**config.mk**
```make
export PLATFORM = sky130hd
export DESIGN_NAME = dock_seq_regs
export DESIGN_NICKNAME = d
export VERILOG_FILES = /design/src/rtl/dock_seq_pkg.sv /design/src/rtl/dock_cap_reg.sv /design/src/rtl/dock_seq_fsm.sv /design/src/rtl/dock_reg_file.sv /design/src/rtl/dock_seq_regs.sv
export SDC_FILE = /design/constraint.sdc
export NUM_CORES = 1
export LEC_CHECK = 0
export BUFFER_PORTS_ARGS = -buffer_cell sky130_fd_sc_hd__buf_2
export CAP_MARGIN = 20
export CORE_MARGIN = 10
export CORE_UTILIZATION = 49
export CTS_CLUSTER_DIAMETER = 50
export DETAILED_ROUTE_END_ITERATION = 8
export GPL_TIMING_DRIVEN = 0
export PLACE_DENSITY = 0.78
export SLEW_MARGIN = 30
export SYNTH_ARGS = -nofsm -noshare
export SYNTH_HDL_FRONTEND = slang
export SYNTH_HIERARCHICAL = 1
export SYNTH_SLANG_ARGS = --single-unit
```
**constraint.sdc**
```tcl
create_clock -name clk -period 3.6 [get_ports clk]
set_clock_uncertainty 0.1 [all_clocks]
set_input_delay 0.36 -clock clk [delete_from_list [all_inputs] [get_ports clk]]
set_output_delay 0.36 -clock clk [all_outputs]
set_load 0.01 [all_outputs]
```
**src/rtl/dock_seq_pkg.sv**
```systemverilog
package dock_seq_pkg;

    localparam int unsigned REG_W     = 8;
    localparam int unsigned ATTACH_BIT = 0;
    localparam int unsigned CAP_BIT    = 7;
    localparam int unsigned MATED_BIT  = 0;

    typedef enum logic [2:0] {
        SQ_IDLE          = 3'd0,
        SQ_DOCK_WAIT     = 3'd1,
        SQ_DOCK_SETTLE   = 3'd2,
        SQ_UNDOCK_WAIT   = 3'd3,
        SQ_UNDOCK_SETTLE = 3'd4
    } seq_state_e;

    typedef struct packed {
        logic supported;
        logic locked;
    } cap_state_t;

    typedef struct packed {
        logic attach;
    } ctl_state_t;

endpackage

```
**src/rtl/dock_cap_reg.sv**
```systemverilog
module dock_cap_reg
    import dock_seq_pkg::*;
(
    input  logic clk,
    input  logic rst_plat_n,
    input  logic cap_wr,
    input  logic cap_wbit,
    output logic supported
);

    cap_state_t cap_d, cap_q;

    always_comb begin
        cap_d = cap_q;
        if (cap_wr && !cap_q.locked) begin
            cap_d.supported = cap_wbit;
            cap_d.locked    = 1'b1;
        end
    end

    always_ff @(posedge clk or negedge rst_plat_n) begin
        if (!rst_plat_n) begin
            cap_q <= '{supported: 1'b1, locked: 1'b0};
        end else begin
            cap_q <= cap_d;
        end
    end

    assign supported = cap_q.supported;

endmodule

```
**src/rtl/dock_seq_fsm.sv**
```systemverilog
module dock_seq_fsm
    import dock_seq_pkg::*;
#(
    parameter int unsigned WAIT_CYCLES = 16
) (
    input  logic clk,
    input  logic rst_n,
    input  logic start_dock,
    input  logic start_undock,
    output logic dock_en_n,
    output logic dock_rst_n,
    output logic mated,
    output logic busy
);

    localparam int unsigned CNT_W = (WAIT_CYCLES > 1) ? $clog2(WAIT_CYCLES) : 1;
    localparam logic [CNT_W-1:0] CNT_LAST = CNT_W'(WAIT_CYCLES - 1);

    typedef struct packed {
        seq_state_e       state;
        logic [CNT_W-1:0] cnt;
        logic             en_n;
        logic             rst_n;
        logic             mated;
    } seq_t;

    localparam seq_t SEQ_RESET = '{
        state: SQ_IDLE,
        cnt:   '0,
        en_n:  1'b1,
        rst_n: 1'b0,
        mated: 1'b0
    };

    seq_t s_d, s_q;

    always_comb begin
        s_d = s_q;
        unique case (s_q.state)
            SQ_IDLE: begin
                if (start_dock) begin
                    s_d.state = SQ_DOCK_WAIT;
                    s_d.en_n  = 1'b0;
                    s_d.cnt   = '0;
                end else if (start_undock) begin
                    s_d.state = SQ_UNDOCK_WAIT;
                    s_d.rst_n = 1'b0;
                    s_d.cnt   = '0;
                end
            end
            SQ_DOCK_WAIT: begin
                if (s_q.cnt == CNT_LAST) begin
                    s_d.rst_n = 1'b1;
                    s_d.state = SQ_DOCK_SETTLE;
                end else begin
                    s_d.cnt = s_q.cnt + 1'b1;
                end
            end
            SQ_DOCK_SETTLE: begin
                s_d.mated = 1'b1;
                s_d.state = SQ_IDLE;
            end
            SQ_UNDOCK_WAIT: begin
                if (s_q.cnt == CNT_LAST) begin
                    s_d.en_n  = 1'b1;
                    s_d.state = SQ_UNDOCK_SETTLE;
                end else begin
                    s_d.cnt = s_q.cnt + 1'b1;
                end
            end
            SQ_UNDOCK_SETTLE: begin
                s_d.mated = 1'b0;
                s_d.state = SQ_IDLE;
            end
            default: s_d = SEQ_RESET;
        endcase
    end

    always_ff @(posedge clk or negedge rst_n) begin
        if (!rst_n) begin
            s_q <= SEQ_RESET;
        end else begin
            s_q <= s_d;
        end
    end

    assign dock_en_n  = s_q.en_n;
    assign dock_rst_n = s_q.rst_n;
    assign mated      = s_q.mated;
    assign busy       = (s_q.state != SQ_IDLE);

endmodule

```
**src/rtl/dock_reg_file.sv**
```systemverilog
module dock_reg_file
    import dock_seq_pkg::*;
#(
    parameter logic [7:0] CTRL_OFS = 8'h4C,
    parameter logic [7:0] STAT_OFS = 8'h4D
) (
    input  logic             clk,
    input  logic             rst_n,
    input  logic [7:0]       reg_addr,
    input  logic             reg_wr,
    input  logic             wr_attach_bit,
    input  logic             wr_cap_bit,
    input  logic             supported,
    input  logic             mated,
    input  logic             busy,
    output logic             attach,
    output logic             start_dock,
    output logic             start_undock,
    output logic             cap_wr,
    output logic             cap_wbit,
    output logic [REG_W-1:0] reg_rdata
);

    ctl_state_t ctl_d, ctl_q;
    logic       hit_ctrl;
    logic       accept;

    always_comb begin
        hit_ctrl     = reg_wr && (reg_addr == CTRL_OFS);
        accept       = hit_ctrl && supported && !busy && (wr_attach_bit != ctl_q.attach);
        start_dock   = accept && wr_attach_bit;
        start_undock = accept && !wr_attach_bit;
        ctl_d        = ctl_q;
        if (accept) begin
            ctl_d.attach = wr_attach_bit;
        end
        cap_wr   = reg_wr && (reg_addr == STAT_OFS);
        cap_wbit = wr_cap_bit;
    end

    always_comb begin
        reg_rdata = '0;
        if (reg_addr == CTRL_OFS) begin
            reg_rdata[ATTACH_BIT] = ctl_q.attach;
        end else if (reg_addr == STAT_OFS) begin
            reg_rdata[CAP_BIT]   = supported;
            reg_rdata[MATED_BIT] = mated;
        end
    end

    always_ff @(posedge clk or negedge rst_n) begin
        if (!rst_n) begin
            ctl_q <= '{attach: 1'b0};
        end else begin
            ctl_q <= ctl_d;
        end
    end

    assign attach = ctl_q.attach;

endmodule

```
**src/rtl/dock_seq_regs.sv**
```systemverilog
module dock_seq_regs
    import dock_seq_pkg::*;
#(
    parameter int unsigned WAIT_CYCLES = 16,
    parameter logic [7:0]  CTRL_OFS    = 8'h4C,
    parameter logic [7:0]  STAT_OFS    = 8'h4D
) (
    input  logic       clk,
    input  logic       rst_plat_n,
    input  logic       rst_ctl_n,
    input  logic [7:0] reg_addr,
    input  logic       reg_wr,
    input  logic [7:0] reg_wdata,
    output logic [7:0] reg_rdata,
    output logic       dock_en_n,
    output logic       dock_rst_n
);

    // Controller-domain registers also clear on the platform reset.
    logic ctl_rst_n;
    logic supported;
    logic mated;
    logic busy;
    logic attach;
    logic start_dock;
    logic start_undock;
    logic cap_wr;
    logic cap_wbit;

    assign ctl_rst_n = rst_plat_n & rst_ctl_n;

    dock_cap_reg u_cap (
        .clk        (clk),
        .rst_plat_n (rst_plat_n),
        .cap_wr     (cap_wr),
        .cap_wbit   (cap_wbit),
        .supported  (supported)
    );

    dock_reg_file #(
        .CTRL_OFS (CTRL_OFS),
        .STAT_OFS (STAT_OFS)
    ) u_regs (
        .clk           (clk),
        .rst_n         (ctl_rst_n),
        .reg_addr      (reg_addr),
        .reg_wr        (reg_wr),
        .wr_attach_bit (reg_wdata[ATTACH_BIT]),
        .wr_cap_bit    (reg_wdata[CAP_BIT]),
        .supported     (supported),
        .mated         (mated),
        .busy          (busy),
        .attach        (attach),
        .start_dock    (start_dock),
        .start_undock  (start_undock),
        .cap_wr        (cap_wr),
        .cap_wbit      (cap_wbit),
        .reg_rdata     (reg_rdata)
    );

    dock_seq_fsm #(
        .WAIT_CYCLES (WAIT_CYCLES)
    ) u_fsm (
        .clk          (clk),
        .rst_n        (ctl_rst_n),
        .start_dock   (start_dock),
        .start_undock (start_undock),
        .dock_en_n    (dock_en_n),
        .dock_rst_n   (dock_rst_n),
        .mated        (mated),
        .busy         (busy)
    );

endmodule

```
=== Yosys cells after proc, flatten, opt, wreduce, memory -nomap -nowiden ===
Cells that the tools add are included.

* Bits in registers: 13
* Output and inout bits: 10
* Logic and storage cells: 68

* Add/subtract/negate cells: 1
* Eq/ne operators: 15
* Multiplexer cells: 18
* Bitwise operators: 4
* Reductions and logical operators: 22

{| class="wikitable"
|+ Operators by type and width
! operator !! number
|-
| 8-bit by 7-bit == test with 1-bit output, second input constant || 2
|-
| 7-bit 2-to-1 mux || 2
|-
| 4-bit case mux with 3 select lines || 1
|-
| 3-bit case mux with 3 select lines || 1
|-
| 3-bit AND reduction || 3
|-
| 3-bit OR reduction || 3
|-
| 1-bit logical AND || 8
|-
| 1-bit 2-to-1 mux || 8
|-
| 2-bit inequality test, second input constant || 4
|-
| 3-bit by 2-bit == test with 1-bit output, second input constant || 2
|-
| 3-bit 2-to-1 mux || 2
|-
| 1-bit case mux with 3 select lines || 2
|-
| 4-bit by 1-bit adder with 4-bit output, second input constant || 1
|-
| 4-bit == test, second input constant || 1
|-
| 4-bit 2-to-1 mux || 1
|-
| 2-bit by 1-bit inequality test with 1-bit output, second input constant || 2
|-
| 4-bit AND reduction || 1
|-
| 2-bit OR reduction || 2
|-
| 3-bit by 1-bit == test with 1-bit output, second input constant || 1
|-
| 3-bit == test, second input constant || 1
|-
| 1-bit logical NOT || 3
|-
| 3-bit logical NOT || 1
|-
| 3-bit inequality test, second input constant || 1
|-
| 1-bit inverter || 3
|-
| other kinds (4) || 4
|}

=== Longest topological paths before layout ===
* Depth after elaboration: 9
* Mapped depth: 8

=== Hierarchy ===
The synthesis kept the hierarchy.

{| class="wikitable"
|+ Modules (own cells, without submodules)
! module !! times used !! cells each !! area each (sq um)
|-
| dock_seq_fsm || 1 || 60 || 586.8
|-
| dock_reg_file || 1 || 23 || 205.2
|-
| dock_cap_reg || 1 || 5 || 86.3
|-
| dock_seq_regs || 1 || 1 || 6.3
|}

=== Least setup slack after synthesis ===
OpenSTA, ideal clock, no wires.

* Path kind: register to register
* From: register u_fsm/s_q[9] (netlist bit)
* To: register u_fsm.s_q, in the netlist u_fsm/dock_rst_n
* Setup time: 0.076 ns
* Arrival time: 2.376 ns
* Slack: 1.048 ns
* Cell stages (with the launch flop): 9
* Cell sequence: dfrtp_1 > buf_2 > or3_1 > nand4bb_1 > or4_4 > nor2_1 > nor4b_2 > or3_1 > o21ai_1

* Cells in the longest elaborated chain, start to end: 7

{| class="wikitable"
|+ Ends and longest elaborated chain
! element !! RTL line !! RTL
|-
| start, declared || dock_seq_fsm.sv:35 || <nowiki>seq_t s_d, s_q;</nowiki>
|-
| start signal, assigned || dock_seq_fsm.sv:81 || <nowiki>s_q <= SEQ_RESET;</nowiki>
|-
| start signal, assigned || dock_seq_fsm.sv:83 || <nowiki>s_q <= s_d;</nowiki>
|-
| 3-bit nonzero test || dock_seq_fsm.sv:90 || <nowiki>assign busy = (s_q.state != SQ_IDLE);</nowiki>
|-
| net busy || dock_seq_regs.sv:23 || <nowiki>logic busy;</nowiki>
|-
| 1-bit logical NOT || dock_reg_file.sv:30 || <nowiki>accept = hit_ctrl && supported && !busy && (wr_attach_bit != ctl_q.attach);</nowiki>
|-
| 1-bit logical AND (2 in a row) || dock_reg_file.sv:30 ||
|-
| 1-bit logical AND || dock_reg_file.sv:31 || <nowiki>start_dock = accept && wr_attach_bit;</nowiki>
|-
| net start_dock || dock_seq_regs.sv:25 || <nowiki>logic start_dock;</nowiki>
|-
| 2-bit inequality test (no source line) || n/a ||
|-
| 4-bit AND reduction (no source line) || n/a ||
|}

The timed path passes the listed nets, and every way through them passes these cells.
A chain may end at the register's enable or synchronous reset.

=== Worst setup path after layout ===
Same ends and word-level chain as after synthesis.

==> impl_metrics.csv <==
group,metric,value,unit
timing,final-setup-viol-count,0,
floorplanning,core_area,1730,sq um
run,cap_violations,0,
finish,drive_above_1_share,0.383,
outcome,status,"finished clean",
timing,layout_setup_ws,0.791,ns
timing,fmax,0.356,GHz
floorplanning,io_pins,30,
floorplanning,die_y,62.5,um
global_route,grt_util_all_layers,0.104,
logic_synthesis,seq_area_frac_synth,0.371,
logic_synthesis,synthArstFlopShare,1.00,
route,avgRoutedWirePerCell,13.9,um
timing,fin_crit_sh,0.780,
placement,gp_congestion,0.797,
timing,worstMarginPinSlew,0.511,ns
clocking,cts_tree,"yes",
timing,rsz0062_at_grt,"false",
floorplanning,die-area,3910,sq um
timing,min_period,2.81,ns
clocking,cts_root_buffer,"clkbuf_4",
route,initialDrtViolationCount,21,
power,seq_power_share,0.559,
timing,fin_hold_ws,0.0357,ns
placement,place_ws,0.821,ns
global_route,grt_max_degree,12,
placement,io_buffer_count,16,
power,p_sw,0.0612,mW
clocking,insertion_delay,0.27,ns
placement,place_hpwl,1510,um
route,first_pass_iters,4,
logic_synthesis,synth.avg_cell_area,9.94,sq um
route,route.vias.total,713,
timing,maxSlewViolCount,0,
logic_synthesis,yosys_warnings,6,
finish,fillers,157,
logic_synthesis,ys_types,36,
route,vias_per_cell,5.09,
floorplanning,die_w,62.5,um
worst_setup_path,end_kind,"flop",
power,vdd_drop_max,187,uV
worst_setup_path,rrSetupSlack,0.79,ns
timing,fin_tns_setup,0,ns
finish,multi_input_area,477,sq um
finish,fin_util,0.609,
floorplanning,num_rows,15,
floorplanning,initial_core_util,0.512,
worst_hold_path,hold_path.class,"in -> async",
placement,placed_cell_area,1010,sq um
route,ant_nets,0,
route,drcViolationCount,0,
timing,slew_headroom,0.659,
worst_setup_path,r2r-start,"u_fsm/s_q[9]$_DFFE_PN0P_",
worst_setup_path,arrival,2.91,ns
route,wirelength,1940,um
finish,seq_area,328,sq um
clocking,path_clk_slew,0.08,ns
logic_synthesis,ys.flop_type,"dfrtp_1",
worst_setup_path,path_class,"reg -> reg",
clocking,postCtsSetupBuffers,0,
power,p_per_area,254,nW/um^2
logic_synthesis,syn-cell-area,885,sq um
worst_setup_path,cp-start-kind,"flop",
worst_setup_path,crit_required,3.70,ns
finish,n_antenna_cell,0,
power,p_int,0.206,mW
global_route,overflow,0,
logic_synthesis,synth_edf_count,0,
global_route,first_global_vias,759,
logic_synthesis,ys_seq_elements,13,
power,clkPwrFrac,0.337,
clocking,cts_made_buffers,3,
finish,area_delta_synth_final,18.8,%
worst_setup_path,worstReg2RegEnd,"u_fsm/dock_rst_n$_DFFE_PN0P_",
power,combPwrFrac,0.104,
clocking,htreeDepth,1,
finish,design_area,1050,sq um
logic_synthesis,synthCells,89,
clocking,cts_buffer_depth,2,
power,p_leak,0.477,nW
worst_setup_path,worstRegToRegCells,8,
worst_setup_path,crit_fanout,10,
timing,final_hold_viol_count,0,
power,swShare,0.229,
global_route,grt_pass1_wl,3530,um
finish,nets,137,
clocking,cts_sinks,13,
global_route,antenna_found_initial,0,
cells in the final DEF, fill, tap and decap left out, types with 3 or more instances in the layout:
cell type and instances:
buf_2 17, dfrtp_1 11, buf_4 9, nor2_1 9, conb_1 6, o21ai_0 5
nand2b_1 4, inv_1 4, o32ai_1 4, clkbuf_4 3, and3_1 3, a21oi_1 3
xnor2_1 3
power groups by stage:
stage	combinational (mW)	clock [mW]	sequential (mW)
after global placement	0.0261	0	0.152
after detailed placement	0.0270	0	0.152
after global routing	0.0311	0.100	0.150
final	0.0279	0.0900	0.149
after CTS	0.0280	0.0950	0.149
after floorplan	0.0167	0	0.152
synth_stat cells, types with 3 or more instances:
| master | number | area share |
|---|---|---|
| xnor2_1 | 3 | 0.030 |
| o21ai_0 | 5 | 0.028 |
| and3_1 | 3 | 0.021 |
| inv_1 | 4 | 0.017 |
| nand2b_1 | 4 | 0.028 |
| nor2_1 | 9 | 0.038 |
| a21oi_1 | 3 | 0.017 |
| buf_4 | 9 | 0.076 |
| dfrtp_1 | 11 | 0.31 |
| o32ai_1 | 4 | 0.040 |
per-layer routing:
layer / routed length, um / global-route usage
met2: 911 / 0.167
met3: 134 / 0.0287
met5: 0 / 0
met1: 886 / 0.129
met4: 12 / 0.0419
cells by family after synthesis:
kind of cell / count (synthesis) / synth area share
multiplexers: 3 / 0.0453
flip-flops: 13 / 0.371
XOR/XNOR: 4 / 0.0396
AND/OR/NAND/NOR: 36 / 0.293
other: 1 / 0.00424
adder cells (fa/ha/maj): 1 / 0.0141
buffers and inverters: 15 / 0.112
AO/OA/AOI/OAI: 16 / 0.122
how the worst max path moves through the flow:
| stage | startpoint | to | slack (ns) | cells after the start |
|---|---|---|---|---|
| 2_1_floorplan | u_fsm/s_q[9]$_DFFE_PN0P_ | u_fsm/dock_rst_n$_DFFE_PN0P_ | 1.05 | 8 |
| 3_3_place_gp | u_fsm/s_q[9]$_DFFE_PN0P_ | u_fsm/dock_rst_n$_DFFE_PN0P_ | 0.84 | 8 |
| 3_5_place_dp | u_fsm/s_q[9]$_DFFE_PN0P_ | u_fsm/s_q[4]$_DFFE_PN0P_ | 0.82 | 8 |
| 4_1_cts | u_fsm/s_q[9]$_DFFE_PN0P_ | u_fsm/dock_rst_n$_DFFE_PN0P_ | 0.80 | 8 |
| 5_1_grt | u_fsm/s_q[9]$_DFFE_PN0P_ | u_fsm/s_q[4]$_DFFE_PN0P_ | 0.63 | 8 |
| 6_report | u_fsm/s_q[9]$_DFFE_PN0P_ | u_fsm/dock_rst_n$_DFFE_PN0P_ | 0.79 | 8 |
layout make-up:
class | instances | area share
sequential | 13 | 0.312
tap | 25 | 0.0298
multi-input combinational | 66 | 0.454
clock buffer | 4 | 0.0250
inverter | 4 | 0.0143
buffer | 11 | 0.0798
timing repair buffer | 17 | 0.0857
what timing repair did:
| item | 4_1_cts | 5_1_grt |
|---|---|---|
| gates resized for setup | 0 | 0 |
| hold buffers | 1 | 0 |
| endpoints found under the hold margin | 2 | 0 |
metrics by stage:
step                      instances  total power, mW
after global placement          135            0.178
after CTS                       140            0.272
after floorplan                  94            0.169
final                           140            0.267
after detailed placement        135            0.179
after global routing            140            0.281
sequential cells by signal, summed over array words and instances, names as in the netlist:
name	flops
u_cap/cap_q	1
u_fsm/mated	1
u_fsm/s_q	7
u_cap/supported	1
u_regs/attach	1
u_fsm/dock_en_n	1
u_fsm/dock_rst_n	1
worst max-delay path, cell delays in order, from the launching register on:
cell and delay [ns]:
dfrtp_1 0.43, buf_2 0.20, or3_1 0.37, nand4bb_1 0.20, or4_4 0.57, nor2_1 0.27, nor4b_2 0.11, or3_1 0.36
o21ai_1 0.13
No activity file was read; power rests on OpenSTA's default activity.
